$ cat config.mk
export PLATFORM = sky130hd
export DESIGN_NAME = banked_sram_map
export DESIGN_NICKNAME = d
export VERILOG_FILES = /design/src/rtl/bsd_pkg.sv /design/src/rtl/bsd_window_decode.sv /design/src/rtl/bsd_bank_reg.sv /design/src/rtl/bsd_addr_mux.sv /design/src/rtl/bsd_chip_select.sv /design/src/rtl/banked_sram_map.sv
export SDC_FILE = /design/constraint.sdc
export NUM_CORES = 1
export LEC_CHECK = 0
export ABC_AREA = 1
export BUFFER_PORTS_ARGS = -buffer_cell sky130_fd_sc_hd__buf_2
export CAP_MARGIN = 15
export CORE_MARGIN = 5
export CORE_UTILIZATION = 33
export DETAILED_ROUTE_END_ITERATION = 16
export GPL_TIMING_DRIVEN = 0
export PLACE_DENSITY_LB_ADDON = 0.15
export SLEW_MARGIN = 30
export SYNTH_ARGS = -nofsm -noshare
export SYNTH_HDL_FRONTEND = slang
export SYNTH_HIERARCHICAL = 1
export SYNTH_SLANG_ARGS = --single-unit
$ cat constraint.sdc
create_clock -name phi2 -period 1.35 [get_ports phi2]
set_input_delay 0.27 -clock phi2 [delete_from_list [all_inputs] [get_ports phi2]]
set_output_delay 0.27 -clock phi2 [all_outputs]
set_load 0.05 [all_outputs]
$ cat src/rtl/bsd_pkg.sv
package bsd_pkg;

    typedef enum logic [1:0] {
        WIN_FIXED_LOW  = 2'd0,
        WIN_PAGED      = 2'd1,
        WIN_FIXED_HIGH = 2'd2
    } window_e;

endpackage

$ cat src/rtl/bsd_window_decode.sv
module bsd_window_decode
    import bsd_pkg::*;
#(
    parameter int SEL_W = 2
) (
    input  logic [SEL_W-1:0] quarter,
    output window_e          win
);
    localparam logic [SEL_W-1:0] LOW_CODE  = '0;
    localparam logic [SEL_W-1:0] HIGH_CODE = '1;

    always_comb begin
        if (quarter == LOW_CODE)
            win = WIN_FIXED_LOW;
        else if (quarter == HIGH_CODE)
            win = WIN_FIXED_HIGH;
        else
            win = WIN_PAGED;
    end
endmodule

$ cat src/rtl/bsd_bank_reg.sv
module bsd_bank_reg #(
    parameter int BANK_W = 7
) (
    input  logic              phi2,
    input  logic              rst,
    input  logic              load,
    input  logic [BANK_W-1:0] din,
    output logic [BANK_W-1:0] bank_q
);
    always_ff @(negedge phi2 or posedge rst) begin
        if (rst)
            bank_q <= '0;
        else if (load)
            bank_q <= din;
    end
endmodule

$ cat src/rtl/bsd_addr_mux.sv
module bsd_addr_mux
    import bsd_pkg::*;
#(
    parameter int PASS_W = 14,
    parameter int BANK_W = 7
) (
    input  window_e           win,
    input  logic [PASS_W-1:0] low_bits,
    input  logic [BANK_W-1:0] bank_q,
    output logic [PASS_W+BANK_W-1:0] phys
);
    logic [BANK_W-1:0] upper;

    always_comb begin
        unique case (win)
            WIN_FIXED_LOW:  upper = '0;
            WIN_FIXED_HIGH: upper = '1;
            default:        upper = bank_q;
        endcase
    end

    assign phys = {upper, low_bits};
endmodule

$ cat src/rtl/bsd_chip_select.sv
module bsd_chip_select (
    input  logic phi2,
    input  logic reg_access,
    output logic ce_n
);
    assign ce_n = ~(phi2 & ~reg_access);
endmodule

$ cat src/rtl/banked_sram_map.sv
module banked_sram_map
    import bsd_pkg::*;
#(
    parameter int CPU_AW  = 16,
    parameter int DATA_W  = 8,
    parameter int SRAM_AW = 21,
    parameter int SEL_W   = 2
) (
    input  logic               phi2,
    input  logic               rst,
    input  logic [CPU_AW-1:0]  cpu_addr,
    input  logic [DATA_W-1:0]  cpu_data,
    input  logic               cpu_rw,
    input  logic               bank_sel,
    output logic [SRAM_AW-1:0] sram_addr,
    output logic               sram_ce_n
);
    localparam int PASS_W = CPU_AW - SEL_W;
    localparam int BANK_W = SRAM_AW - PASS_W;

    window_e           win;
    logic [BANK_W-1:0] bank_q;
    logic              bank_load;

    generate
        if (DATA_W > BANK_W) begin : g_spare
            logic unused_data_hi;
            assign unused_data_hi = ^cpu_data[DATA_W-1:BANK_W];
        end
    endgenerate

    assign bank_load = bank_sel & ~cpu_rw;

    bsd_window_decode #(.SEL_W(SEL_W)) u_win (
        .quarter (cpu_addr[CPU_AW-1:PASS_W]),
        .win     (win)
    );

    bsd_bank_reg #(.BANK_W(BANK_W)) u_bank (
        .phi2   (phi2),
        .rst    (rst),
        .load   (bank_load),
        .din    (cpu_data[BANK_W-1:0]),
        .bank_q (bank_q)
    );

    bsd_addr_mux #(.PASS_W(PASS_W), .BANK_W(BANK_W)) u_mux (
        .win      (win),
        .low_bits (cpu_addr[PASS_W-1:0]),
        .bank_q   (bank_q),
        .phys     (sram_addr)
    );

    bsd_chip_select u_cs (
        .phi2       (phi2),
        .reg_access (bank_sel),
        .ce_n       (sram_ce_n)
    );
endmodule

==> results.py <==
metrics = {
    "cells_and_area": {
        "largestRegisters": "u_bank/bank_q (7)",
        "layout_common_cells": "26 x buf_2, 21 x nand2_1, 21 x buf_4",
        "fin_nets": 144,
        "antenna_cells": 0,
        "syn2layout_area_growth_pct": 92.5,
        "n_fill_cell": 113,
        "finalNonFillerCells": 129,
        "drive_gt1_share_pct": 71.9,
        "utilization_pct": 69.4,
        "mostFrequentLayoutCell": "buf_2",
        "largest_reg_flops": 7,
        "top_register": "u_bank/bank_q",
    },
    "placed_design": {
        "port_buffers": 34,
        "place.gp.congestion": 0.641,
        "placed_cells": 116,
        "hpwlAfterDp_um": 974,
    },
    "run_status": {
        "status": "finished, violations left",
        "violations": "negative setup slack",
    },
    "critical_path": {
        "path_buf_inv": 1,
        "crit_path_max_incr_delay_ns": 0.43,
        "path_cells": "nand2_2 > nand2_4 > buf_8",
        "cp_top_family": "flip-flops",
        "endpoint_kind": "output pin",
        "cp.arrival_ns": 1.75,
        "worstReg2RegStart": "u_bank/bank_q[5]$_DFFE_NP0P_",
        "reg2reg_to": "u_bank/bank_q[5]$_DFFE_NP0P_",
        "cp_max_fo": 2,
        "r2r_setup_slack_ns": 0.50,
        "required_ns": 1.08,
        "ff2ff_path_depth": 4,
        "slowest_stage": "dfrtn_1",
        "path_class": "register to output pin",
        "cp-start-kind": "register",
    },
    "power_and_ir_drop": {
        "power_density_nw_per_um2": 1240,
        "internal_power_mw": 0.674,
        "p_sw_mw": 0.488,
        "clkPwrFrac_pct": 34.7,
        "power.leakage_nw": 0.553,
        "seqPwrFrac_pct": 22.2,
        "p_comb_share_pct": 43.1,
        "total_power_mw": 1.16,
        "ir_worst_vdd_uv": 892,
        "swShare_pct": 42.0,
    },
    "route": {
        "wl_met1_um": 441,
        "wl_um": 1300,
        "top_layer": "met4",
        "drt_iter0_markers": 8,
        "remaining_drc_errors": 0,
        "route.detailed.wl_per_inst_um": 10.1,
        "ant_nets": 0,
        "dr.pass1.iters": 2,
        "vias_per_cell": 4.12,
        "dr_total_vias": 531,
        "dr_wl_met3_um": 148,
        "met2WireLength_um": 664,
    },
    "die": {
        "num_io_pins": 50,
        "num_rows": 13,
        "fp.dieW_um": 48.4,
        "dieArea_um2": 2340,
        "core_area_um2": 1350,
        "die_h_um": 48.4,
        "initial_core_util_pct": 36.1,
    },
    "logic_synthesis": {
        "synth_nets": 96,
        "synthesis.area_um2": 487,
        "ys_warn_count": 6,
        "synth_area_leaders": "dfrtn_1 36%, nand2_1 28%, buf_4 22%, buf_6 4.6%, ha_1 2.6%",
        "synth.distinct_cells": 9,
        "synthCells": 67,
        "yosys.area.top_type_share_pct": 36.0,
        "yosysTopAreaCell": "dfrtn_1",
        "avgSynthCellArea_um2": 7.26,
        "yosysSeqAreaShare_pct": 36.0,
        "ys_ff_latch": 7,
    },
    "sta": {
        "rsz0062_at_grt": "true",
        "fin_skew_ns": 0,
        "tns_ns": -4.62,
        "worst_pin_slew_ns": 0.264,
        "slew_violations": 0,
        "final.setup.worst_slack_ns": -0.671,
        "hold_viol_final": 0,
        "slew_headroom_pct": 82.4,
        "final-setup-viol-count": 7,
    },
    "cts": {
        "clk_latency_ns": 0.38,
        "tritoncts": "built",
        "cts.reportedPaths.clkPinSlew_ns": 0.04,
    },
    "flow_run": {
        "cap_violations": 0,
    },
    "grt": {
        "antenna_found_initial": 0,
        "grt_max_degree": 9,
        "grtUsageTotal_pct": 12.5,
        "grt_pass1_vias": 514,
        "grt_pass1_wl_um": 2170,
        "grt.overflow.total": 0,
    },
    "min_path": {
        "min_path_type": "input port to async pin",
    },
}
[what timing repair did]
action / CTS / global route
resized for setup: 25 / 0
pin swaps: 1 / 0
cloned: 0 / 0
endpoints found under the hold margin: 0 / 0
hold buffers: 0 / 0
endpoints found under the setup margin: 8 / 7
setup buffers: 4 / 3
[cell type report]
type	count	area, µm²	area share (%)
buffer	16	128	13.6
inverter	5	28.8	3.07
multi-input combinational	39	243	25.9
clock buffer	7	56.3	6.01
timing repair buffer	40	288	30.7
sequential	7	175	18.7
tap	15	18.8	2.00
[worst max path at each step]
stage	slack [ns]	startpoint	to	cells after the start
5_1_grt	-0.75	u_bank/bank_q[6]$_DFFE_NP0P_	sram_addr[20]	3
2_1_floorplan	-0.19	u_bank/bank_q[0]$_DFFE_NP0P_	sram_addr[14]	2
6_report	-0.67	u_bank/bank_q[6]$_DFFE_NP0P_	sram_addr[20]	3
4_1_cts	-0.69	u_bank/bank_q[2]$_DFFE_NP0P_	sram_addr[16]	3
3_3_place_gp	-0.39	u_bank/bank_q[2]$_DFFE_NP0P_	sram_addr[16]	3
3_5_place_dp	-0.39	u_bank/bank_q[2]$_DFFE_NP0P_	sram_addr[16]	3
[synthesized netlist by cell type, drive strengths merged]
| master | number |
|---|---|
| nand2 | 37 |
| buf | 16 |
| dfrtn | 7 |
| inv | 5 |
| ha | 1 |
| nor2 | 1 |
[metrics by stage]
stage | cell area [µm²] | hold WS [ns] | worst slack [ns]
2_1_floorplan | 572 | 0.421 | -0.191
4_1_cts | 915 | 0.376 | -0.689
5_1_grt | 937 | 0.376 | -0.750
3_5_place_dp | 761 | 0.439 | -0.393
3_3_place_gp | 761 | 0.437 | -0.386
6_report | 937 | 0.369 | -0.671
[cell families (layout without fill, tap and decap cells)]
| family | Yosys count | after routing | synth area share (%) |
|---|---|---|---|
| flops | 7 | 7 | 36.0 |
| fa+ha+maj | 1 | 1 | 2.57 |
| simple gates | 38 | 38 | 31.4 |
| buf+inv | 21 | 68 | 30.1 |
[power groups by stage]
stage          Combinational, mW  Clock (mW)  Sequential (mW)
2_1_floorplan              0.328      0.0665            0.257
3_3_place_gp               0.396      0.0803            0.262
3_5_place_dp               0.399      0.0803            0.262
4_1_cts                    0.488       0.412            0.258
5_1_grt                    0.532       0.446            0.260
6_report                   0.501       0.403            0.258
[metal layers]
layer / vias up / track usage, %
met3: 5 / 4.89
met4: 0 / 13.8
met5: - / 0
li1: 279 / -
met1: 215 / 12.0
met2: 32 / 18.9
No activity file was read; power rests on OpenSTA's default activity.
